`src/rtl/spa_pkg.sv`:
```
package spa_pkg;
  localparam int POL_W = 2;
  localparam int MIDX_W = 4;

  typedef enum logic [POL_W-1:0] {
    POL_NONE  = 2'b00,
    POL_LAST  = 2'b01,
    POL_FIXED = 2'b10,
    POL_ALT   = 2'b11
  } park_pol_e;

  typedef struct packed {
    logic [POL_W-1:0]  pol;
    logic [MIDX_W-1:0] midx;
  } park_cfg_t;
endpackage

```
`src/rtl/spa_cfg_shadow.sv`:
```
module spa_cfg_shadow
  import spa_pkg::*;
(
  input  logic      clk,
  input  logic      rst_n,
  input  logic      wr,
  input  park_cfg_t wr_cfg,
  input  logic      apply,
  output park_cfg_t eff_cfg,
  output park_cfg_t act_cfg,
  output logic      pend_v
);
  park_cfg_t act_q, pend_q;
  logic      pend_q_v;

  // configuration the next idle boundary will use
  assign eff_cfg = pend_q_v ? pend_q : act_q;
  assign act_cfg = act_q;
  assign pend_v  = pend_q_v;

  always_ff @(posedge clk or negedge rst_n) begin
    if (!rst_n) begin
      act_q    <= '{pol: POL_NONE, midx: '0};
      pend_q   <= '{pol: POL_NONE, midx: '0};
      pend_q_v <= 1'b0;
    end else begin
      if (apply) begin
        act_q    <= eff_cfg;
        pend_q_v <= 1'b0;
      end
      if (wr) begin
        pend_q   <= wr_cfg;
        pend_q_v <= 1'b1;
      end
    end
  end
endmodule

```
`src/rtl/spa_rr_pick.sv`:
```
module spa_rr_pick #(
  parameter int N  = 6,
  parameter int LW = (N > 1) ? $clog2(N) : 1
) (
  input  logic [N-1:0]  req,
  input  logic [LW-1:0] last_idx,
  input  logic          last_v,
  output logic          any,
  output logic [LW-1:0] win
);
  int unsigned start;

  always_comb begin
    if (!last_v || int'(last_idx) >= N - 1) start = 0;
    else                                    start = int'(last_idx) + 1;
  end

  always_comb begin
    any = 1'b0;
    win = '0;
    for (int k = 0; k < N; k++) begin
      int unsigned c;
      c = (start + k) % N;
      if (!any && req[c]) begin
        any = 1'b1;
        win = LW'(c);
      end
    end
  end
endmodule

```
`src/rtl/spa_park_sel.sv`:
```
module spa_park_sel
  import spa_pkg::*;
#(
  parameter int N  = 6,
  parameter int LW = (N > 1) ? $clog2(N) : 1
) (
  input  park_cfg_t     cfg,
  input  logic [LW-1:0] last_idx,
  input  logic          last_v,
  output logic [N-1:0]  park_vec
);
  logic          tgt_v;
  logic [MIDX_W-1:0] tgt;

  always_comb begin
    tgt_v = 1'b0;
    tgt   = '0;
    unique case (park_pol_e'(cfg.pol))
      POL_LAST: begin
        tgt_v = last_v;
        tgt   = MIDX_W'(last_idx);
      end
      POL_FIXED: begin
        tgt_v = (int'(cfg.midx) < N);
        tgt   = cfg.midx;
      end
      POL_NONE, POL_ALT: begin
        tgt_v = 1'b0;
        tgt   = '0;
      end
      default: begin
        tgt_v = 1'b0;
        tgt   = '0;
      end
    endcase
  end

  for (genvar g = 0; g < N; g++) begin : g_dec
    assign park_vec[g] = tgt_v && (int'(tgt) == g);
  end
endmodule

```
`src/rtl/slave_park_arb.sv`:
```
module slave_park_arb
  import spa_pkg::*;
#(
  parameter int NUM_MASTERS = 6
) (
  input  logic                   clk,
  input  logic                   rst_n,
  input  logic [NUM_MASTERS-1:0] mst_req,
  input  logic                   slv_ready,
  input  logic                   xfer_locked,
  input  logic                   cfg_wr,
  input  logic [POL_W-1:0]       cfg_policy,
  input  logic [MIDX_W-1:0]      cfg_master,
  output logic [NUM_MASTERS-1:0] grant,
  output logic [NUM_MASTERS-1:0] connected
);
  localparam int LW = (NUM_MASTERS > 1) ? $clog2(NUM_MASTERS) : 1;

  logic [NUM_MASTERS-1:0] grant_q, grant_d, park_vec;
  logic [LW-1:0]          last_q, win;
  logic                   last_v_q, any_req, boundary, idle_bnd;
  park_cfg_t              eff_cfg, act_cfg;
  logic                   pend_v;
  logic [POL_W-1:0]       act_pol;
  logic [MIDX_W-1:0]      act_idx;

  assign boundary = slv_ready && !xfer_locked;
  assign idle_bnd = boundary && !any_req;
  assign act_pol  = act_cfg.pol;
  assign act_idx  = act_cfg.midx;

  spa_cfg_shadow u_cfg (
    .clk     (clk),
    .rst_n   (rst_n),
    .wr      (cfg_wr),
    .wr_cfg  ('{pol: cfg_policy, midx: cfg_master}),
    .apply   (idle_bnd),
    .eff_cfg (eff_cfg),
    .act_cfg (act_cfg),
    .pend_v  (pend_v)
  );

  spa_rr_pick #(.N(NUM_MASTERS), .LW(LW)) u_pick (
    .req      (mst_req),
    .last_idx (last_q),
    .last_v   (last_v_q),
    .any      (any_req),
    .win      (win)
  );

  spa_park_sel #(.N(NUM_MASTERS), .LW(LW)) u_park (
    .cfg      (eff_cfg),
    .last_idx (last_q),
    .last_v   (last_v_q),
    .park_vec (park_vec)
  );

  always_comb begin
    grant_d = grant_q;
    if (boundary) begin
      if (any_req) grant_d = NUM_MASTERS'(1) << win;
      else         grant_d = park_vec;
    end
  end

  always_ff @(posedge clk or negedge rst_n) begin
    if (!rst_n) begin
      grant_q  <= '0;
      last_q   <= '0;
      last_v_q <= 1'b0;
    end else begin
      grant_q <= grant_d;
      if (boundary && any_req) begin
        last_q   <= win;
        last_v_q <= 1'b1;
      end
    end
  end

  assign grant     = grant_q;
  assign connected = grant_q & mst_req;
endmodule

```
`config.mk`:
```
export PLATFORM = sky130hd
export DESIGN_NAME = slave_park_arb
export DESIGN_NICKNAME = d
export VERILOG_FILES = /design/src/rtl/spa_pkg.sv /design/src/rtl/spa_cfg_shadow.sv /design/src/rtl/spa_rr_pick.sv /design/src/rtl/spa_park_sel.sv /design/src/rtl/slave_park_arb.sv
export SDC_FILE = /design/constraint.sdc
export NUM_CORES = 1
export LEC_CHECK = 0
export BUFFER_PORTS_ARGS = -buffer_cell sky130_fd_sc_hd__buf_4
export CORE_MARGIN = 2
export CORE_UTILIZATION = 35
export DETAILED_ROUTE_END_ITERATION = 7
export SKIP_LAST_GASP = 1
export SLEW_MARGIN = 20
export SYNTH_ARGS = -nofsm -noshare
export SYNTH_HDL_FRONTEND = slang
export SYNTH_SLANG_ARGS = --single-unit
```
`constraint.sdc`:
```
create_clock -name clk -period 6.4 [get_ports clk]
set_input_delay 1.28 -clock clk [delete_from_list [all_inputs] [get_ports clk]]
set_output_delay 1.28 -clock clk [all_outputs]
set_load 0.01 [all_outputs]
```
Yosys cells after proc, flatten, opt, wreduce, memory -nomap -nowiden
Cells that the tools add are included.
{"block": "op_classes", "n_bitwise": 1, "magnitude_cmp": 8, "shift": 1, "mux": 31, "n_addsub": 6, "eq_ne": 8, "reduce_logical": 27, "div": 6}
{"operator": "$lt 32x4->1 const B", "count": 6}
{"operator": "$mod 32x3->32 const B", "count": 6}
{"operator": "$add 32x2->32 const B", "count": 2}
{"operator": "$add 32x3->32 const B", "count": 2}
{"operator": "$add 32x1->32 const B", "count": 1}
{"operator": "$mux 32", "count": 1}
{"operator": "$bmux 1 s3", "count": 6}
{"operator": "$mux 3", "count": 6}
{"operator": "$logic_and 1x1->1", "count": 14}
{"operator": "$mux 1", "count": 14}
{"operator": "$mux 6", "count": 2}
{"operator": "$pmux 4 s3", "count": 1}
{"operator": "$eq 4x3->1 const B", "count": 2}
{"operator": "$eq 4x4->1 const B", "count": 2}
{"operator": "$logic_not 1->1", "count": 8}
{"operator": "$and 6x6->6", "count": 1}
{"operator": "$shl 1x3->6 const A", "count": 1}
{"operator": "$add 3x1->4 const B", "count": 1}
{"operator": "$eq 2x2->1 const B", "count": 2}
{"operator": "$eq 4x2->1 const B", "count": 1}
{"operator": "$logic_not 4->1", "count": 1}
{"operator": "$lt 4x3->1 const B", "count": 1}
{"operator": "$ge 3x3->1 const B", "count": 1}
{"operator": "$pmux 1 s3", "count": 1}
{"operator": "other kinds (5)", "count": 5}
{"block": "word_totals", "output_inout_bits": 12, "reg_bits": 23}

Longest topological paths before layout
{"block": "logic_depth", "word_depth": 26, "depth_mapped": 23, "depth_no_buf": 19}

Cells and area by module
From an unflattened synthesis, not the netlist that was laid out.
{"block": "unflattened", "hier_cells": 383, "hier_area_um2": 3146.8}
{"module": "spa_rr_pick", "cells_each": 271, "n_inst": 1, "area_each_um2": 1853.0}
{"module": "spa_cfg_shadow", "cells_each": 36, "n_inst": 1, "area_each_um2": 589.3}
{"module": "slave_park_arb", "cells_each": 50, "n_inst": 1, "area_each_um2": 516.7}
{"module": "spa_park_sel", "cells_each": 26, "n_inst": 1, "area_each_um2": 187.7}

Worst setup path before layout
No wires, ideal clock.
{"block": "synth_timing", "path_type": "reg-to-reg", "start": "register last_q[1]", "end": "register u_cfg.act_q (netlist bit u_cfg.act_cfg[0])", "required_time_ns": 6.272, "period_less_slack_ns": 4.675, "path_buffers": 2, "arrival_time_ns": 4.548, "stages_incl_launch_ff": 20, "setup_ns": 0.128, "slack_ns": 1.725, "cell_sequence": "dfrtp_1 > buf_6 > inv_1 > ha_1 > nor3_2 > a22oi_4 > inv_2 > buf_2 > ha_1 > ha_1 > o211a_1 > a311oi_1 > a41oi_2 > mux2_1 > mux4_2 > nand3_1 > or2_1 > or4_4 > nor2_4 > mux2_1"}
{"block": "synth_via", "elab_chain_len": 24, "elab_cells_between_ends": 45, "classes_between": "add/sub (6); div (6); order compare (1); mux (19); reduce/logical (13)"}
{"element": "start, declared", "line_no": "slave_park_arb.sv:20", "source": "logic [LW-1:0] last_q, win;"}
{"element": "start signal, assigned", "line_no": "slave_park_arb.sv:74", "source": "last_q <= win;"}
{"element": "$ge 3x3->1", "line_no": "spa_rr_pick.sv:14", "source": "if (!last_v || int'(last_idx) >= N - 1) start = 0;"}
{"element": "$logic_or 1x1->1", "line_no": "spa_rr_pick.sv:14"}
{"element": "$mux 32 (*)", "line_no": "spa_rr_pick.sv:14"}
{"element": "parallel branches: the longest is 18 deep, another holds $add 32x1->32"}
{"element": "$mux 1 (*)", "line_no": "spa_rr_pick.sv:24", "source": "if (!any && req[c]) begin"}
{"element": "$logic_not 1->1 (*)", "line_no": "slave_park_arb.sv:28", "source": "assign idle_bnd = boundary && !any_req;"}
{"element": "$logic_and 1x1->1 (*)", "line_no": "slave_park_arb.sv:28"}
{"element": "end signal, assigned", "line_no": "spa_cfg_shadow.sv:23", "source": "act_q <= '{pol: POL_NONE, midx: '0};"}
{"element": "end signal, assigned", "line_no": "spa_cfg_shadow.sv:28", "source": "act_q <= eff_cfg;"}
{"element": "end, declared", "line_no": "spa_cfg_shadow.sv:13", "source": "park_cfg_t act_q, pend_q;"}
Every way passes the cells marked *. The select of a mux whose other input is x is not followed.
A chain may end at the register's enable or synchronous reset.

Worst setup path in the final report
{"block": "layout_timing", "start": "register last_q[1]", "end": "register grant_q[3] (netlist: grant[3])"}
{"block": "layout_via", "elab_chain_len": 24, "elab_cells_between_ends": 54, "classes_between": "add/sub (6); div (6); order compare (1); eq/ne (1); shift (1); mux (27); reduce/logical (12)"}
{"element": "parallel branches: the longest is 23 deep, another holds $add 32x1->32"}
{"element": "$mux 6 (*)", "line_no": "slave_park_arb.sv:61", "source": "if (any_req) grant_d = NUM_MASTERS'(1) << win;"}
{"element": "end signal, assigned", "line_no": "slave_park_arb.sv:72", "source": "grant_q <= grant_d;"}
{"element": "end, declared", "line_no": "slave_park_arb.sv:19", "source": "logic [NUM_MASTERS-1:0] grant_q, grant_d, park_vec;"}
Marks and branches as above.

==> results by stage <==
Drt:
- The count of vias placed by the detailed router is 3088.
- In the routed design, unresolved DRC markers number 0.
- The average routed wire per standard cell is 16.59 µm.
- The length of the first detailed-routing pass in iterations is 5.
- The final wirelength is 8479 µm.
- The first routing iteration left 221 violations.
- In this run the remaining antenna-violating nets after routing total 0.
- The via-per-instance ratio is 6.043.

STA:
- The transition at the pin with the smallest max-transition slack is 0.8083 ns.
- The setup TNS is 0 ns.
- Setup slack on the critical path of the routed design comes to 0.8133 ns.
- The clock period minus worst slack is 5.587 ns.
- The final-report hold violation count is 0.
- Dividing the final minimum period by the clock period gives 0.8729.
- The final number of max-transition violations is 0.
- The final clock skew is 0.003117 ns.
- The final count of negative-setup-slack endpoints is 0.
- Headroom to the max-slew limit came out at 0.4611.
- Setup repair after global routing left no endpoint under its margin.
- Static timing analysis puts the maximum clock frequency at 179.0 MHz.

Die:
- The region available for standard cell placement spans 8678 µm².
- The cell row count is 34.
- In this run the horizontal extent of the chip is 98.29 µm.
- The die is 98.29 µm tall.
- Pin placement for this block handled 29 I/O pins.
- The floorplan die area is 9661 µm².
- For this configuration, the core starts out at a cell density of 0.3586.

Run:
- The number of max-capacitance violations reported is 0.

CTS:
- In this run the number of H-tree levels came out at 1.
- The maximum clock insertion buffer count is 2.
- The clock-pin slew of the registers on the worst-case setup and hold paths is 0.08 ns.
- The TritonCTS sink count is 23.
- The library cell used as clock root buffer is clkbuf_8.
- The TritonCTS clock tree is built.
- The number of gates resized after CTS was 0.
- The number of clock buffers added by TritonCTS is 3.
- The clock latency at the later pin of the worst-skew pair is 0.27 ns.
- Buffers added to address setup during post-CTS repair amount to 0.
- The number of hold buffers added after CTS was 0.

Synthesis:
- Counting flops with a built-in enable in the synthesized netlist gives 0.
- The count of state elements after synthesis is 23.
- The count of unique library cells instantiated by Yosys is 86.
- The share of flip-flops with an asynchronous set or reset is 1.000.
- The main flop type after synthesis is dfrtp_1.
- Yosys printed 0 warnings.
- The mean post-synth cell area is 8.082 µm².
- The fraction of synthesized cell area taken by the top area cell type is 0.1850.
- The cell count after synthesis is 385.
- The post-synthesis sequential area ratio is 0.1850.
- In this run the cell area of the synthesized design comes to 3112 µm².
- After synthesis, the cell types taking the most area are dfrtp_1, ha_1, a21oi_1.
- The most area-hungry cell type in the Yosys netlist is dfrtp_1.

Finish:
- The number of nets in the layout is 440.
- The layout filler cell count is 906.
- The area taken by flip-flops and latches is 575.6 µm².
- Once layout is complete, the utilization of the core stands at 0.3961.
- The number of antenna cells inserted is 0.
- The post-synthesis to final-layout area growth is 10.45%.
- The proportion of layout cells with a drive suffix above 1 is 0.1663.
- In the final layout, the multi-input gates occupy 2396 µm².
- After routing the design area is 3437 µm².

Worst setup path:
- The maximum fanout count along the critical path is 17.
- The worst setup path endpoint is grant[3].
- STA puts the critical path data required time at 6.58 ns.
- Across all register-to-register paths, the minimum setup slack is 0.81 ns.
- Data arrives at the worst endpoint at 5.77 ns.
- In this run the critical register-to-register path is captured at grant[3].
- The worst register-to-register path begins at last_q[1].
- The critical path capture point type is a flop.
- Tracing the worst setup path back leads to its startpoint at last_q[1].
- The category of the most critical setup path is reg -> reg.
- The worst setup path is launched from a flop.
- The number of cells traversed by the worst register-to-register path is 18.

Placed design:
- After detailed placement, the total cell area comes to 3388 µm².
- The number of port buffers is 28.
- Once detailed placement completed, the half-perimeter wirelength came to 6547 µm.
- At the end of routability-driven placement, the weighted congestion stood at 0.9371.
- Prior to clock tree synthesis, the placed netlist has a worst setup slack of 0.9397 ns.

GRT:
- The total global-route track usage is 0.1745.
- The pin count of the biggest net entering global routing is 25.
- The number of antenna violations at the first check in global routing is 0.
- The wire length of the first global-routing pass is 14300 µm.
- The number of global-route vias before repair is 2908.
- The sum of overflow across all layers after global routing is 0.

Hold path:
- The classification of the worst-slack hold path is reg -> reg.

Outcome:
- The flow ran to the end, and the final reports show no timing, DRC or antenna violations.
==> metal layers <==
metal | vias up | global-route usage | routed length, µm
met5 | - | 0 | 0
met4 | 0 | 0.03056 | 66
met3 | 8 | 0.01288 | 331
met2 | 90 | 0.2758 | 3893
met1 | 1496 | 0.2637 | 4187
li1 | 1494 | - | -
==> logic make-up (layout without fill, tap and decap cells) <==
group,Yosys count,count (layout),share of synthesized area
AND/OR/NAND/NOR,153,153,0.2766
AO/OA/AOI/OAI,118,118,0.2879
multiplexers,28,28,0.1005
other,1,5,0.001205
flip-flops,23,23,0.1850
adder cells (fa/ha/maj),20,20,0.07961
XOR/XNOR,6,6,0.01930
buffers and inverters,36,50,0.04986
==> cell type report <==
type,instances,area share
multi-input combinational,330,0.6971
sequential,23,0.1675
timing repair buffer,29,0.06334
tap,108,0.03932
inverter,17,0.01857
clock buffer,3,0.01201
clock inverter,1,0.002184
==> worst max-delay path: stages (launching register included) <==
cell      delay (ns)
dfrtp_1         0.59
inv_1           0.09
ha_1            0.35
nor2b_1         0.34
nand2_2         0.30
inv_2           0.34
ha_1            0.45
ha_1            0.33
o211a_1         0.18
a311oi_1        0.05
a41oi_2         0.40
mux2_1          0.36
mux4_2          0.49
nand3_1         0.14
or2_1           0.20
nor4_1          0.07
a211oi_1        0.46
nand2_1         0.15
o221ai_1        0.20
==> synth_stat cells (all sizes together), types with 3 or more instances <==
cell / n
or2: 4
nor3: 11
or4: 3
o21a: 5
a31oi: 6
or3: 5
o31ai: 4
o21ai: 20
a221oi: 4
nand4: 4
mux2: 16
nand2: 25
nor2: 30
a211o: 5
a32oi: 6
a211oi: 4
buf: 9
ha: 19
mux2i: 11
inv: 17
nand3: 18
nor4: 3
a21oi: 22
clkbuf: 10
a311oi: 3
o211a: 4
nand2b: 8
nand3b: 6
xnor2: 4
a22oi: 4
and2: 12
and3: 3
nor2b: 9
dfrtp: 23
o211ai: 5
==> cell usage in the layout, fill, tap and decap left out, types with 9 or more instances in the layout <==
cell and count:
ha_1 19, buf_4 29, nor2_1 29, nand2_1 24
and2_1 12, nand3_1 18, inv_1 14, mux2_2 9
a21oi_1 22, o21ai_0 16, nor3_1 9, mux2i_1 11
dfrtp_1 23
==> per-stage QoR <==
stage | instances | hold slack (ns)
floorplan | 389 | 0.4574
global placement | 507 | 0.4676
detailed placement | 507 | 0.4834
CTS | 511 | 0.5024
global route | 511 | 0.5268
finish | 511 | 0.4954
==> how the worst min path moves through the flow <==
stage	from	end	slack, ns	cells past startpoint
CTS	u_cfg.act_cfg[0]	u_cfg.act_cfg[0]	0.50	1
global route	u_cfg.act_cfg[0]	u_cfg.act_cfg[0]	0.53	1
global placement	u_cfg.act_cfg[0]	u_cfg.act_cfg[0]	0.47	1
finish	u_cfg.act_cfg[0]	u_cfg.act_cfg[0]	0.50	1
detailed placement	u_cfg.act_cfg[0]	u_cfg.act_cfg[0]	0.48	1
floorplan	u_cfg.act_cfg[0]	u_cfg.act_cfg[0]	0.46	1
==> registers in the layout, summed over array words and instances (netlist names) <==
register / cells
u_cfg.act_cfg: 6
u_cfg.pend_q: 6
last_v_q: 1
grant: 6
u_cfg.pend_v: 1
last_q: 3
Power is not shown: default switching activity piles up to over one toggle a cycle in this logic, so the estimate is an artifact.
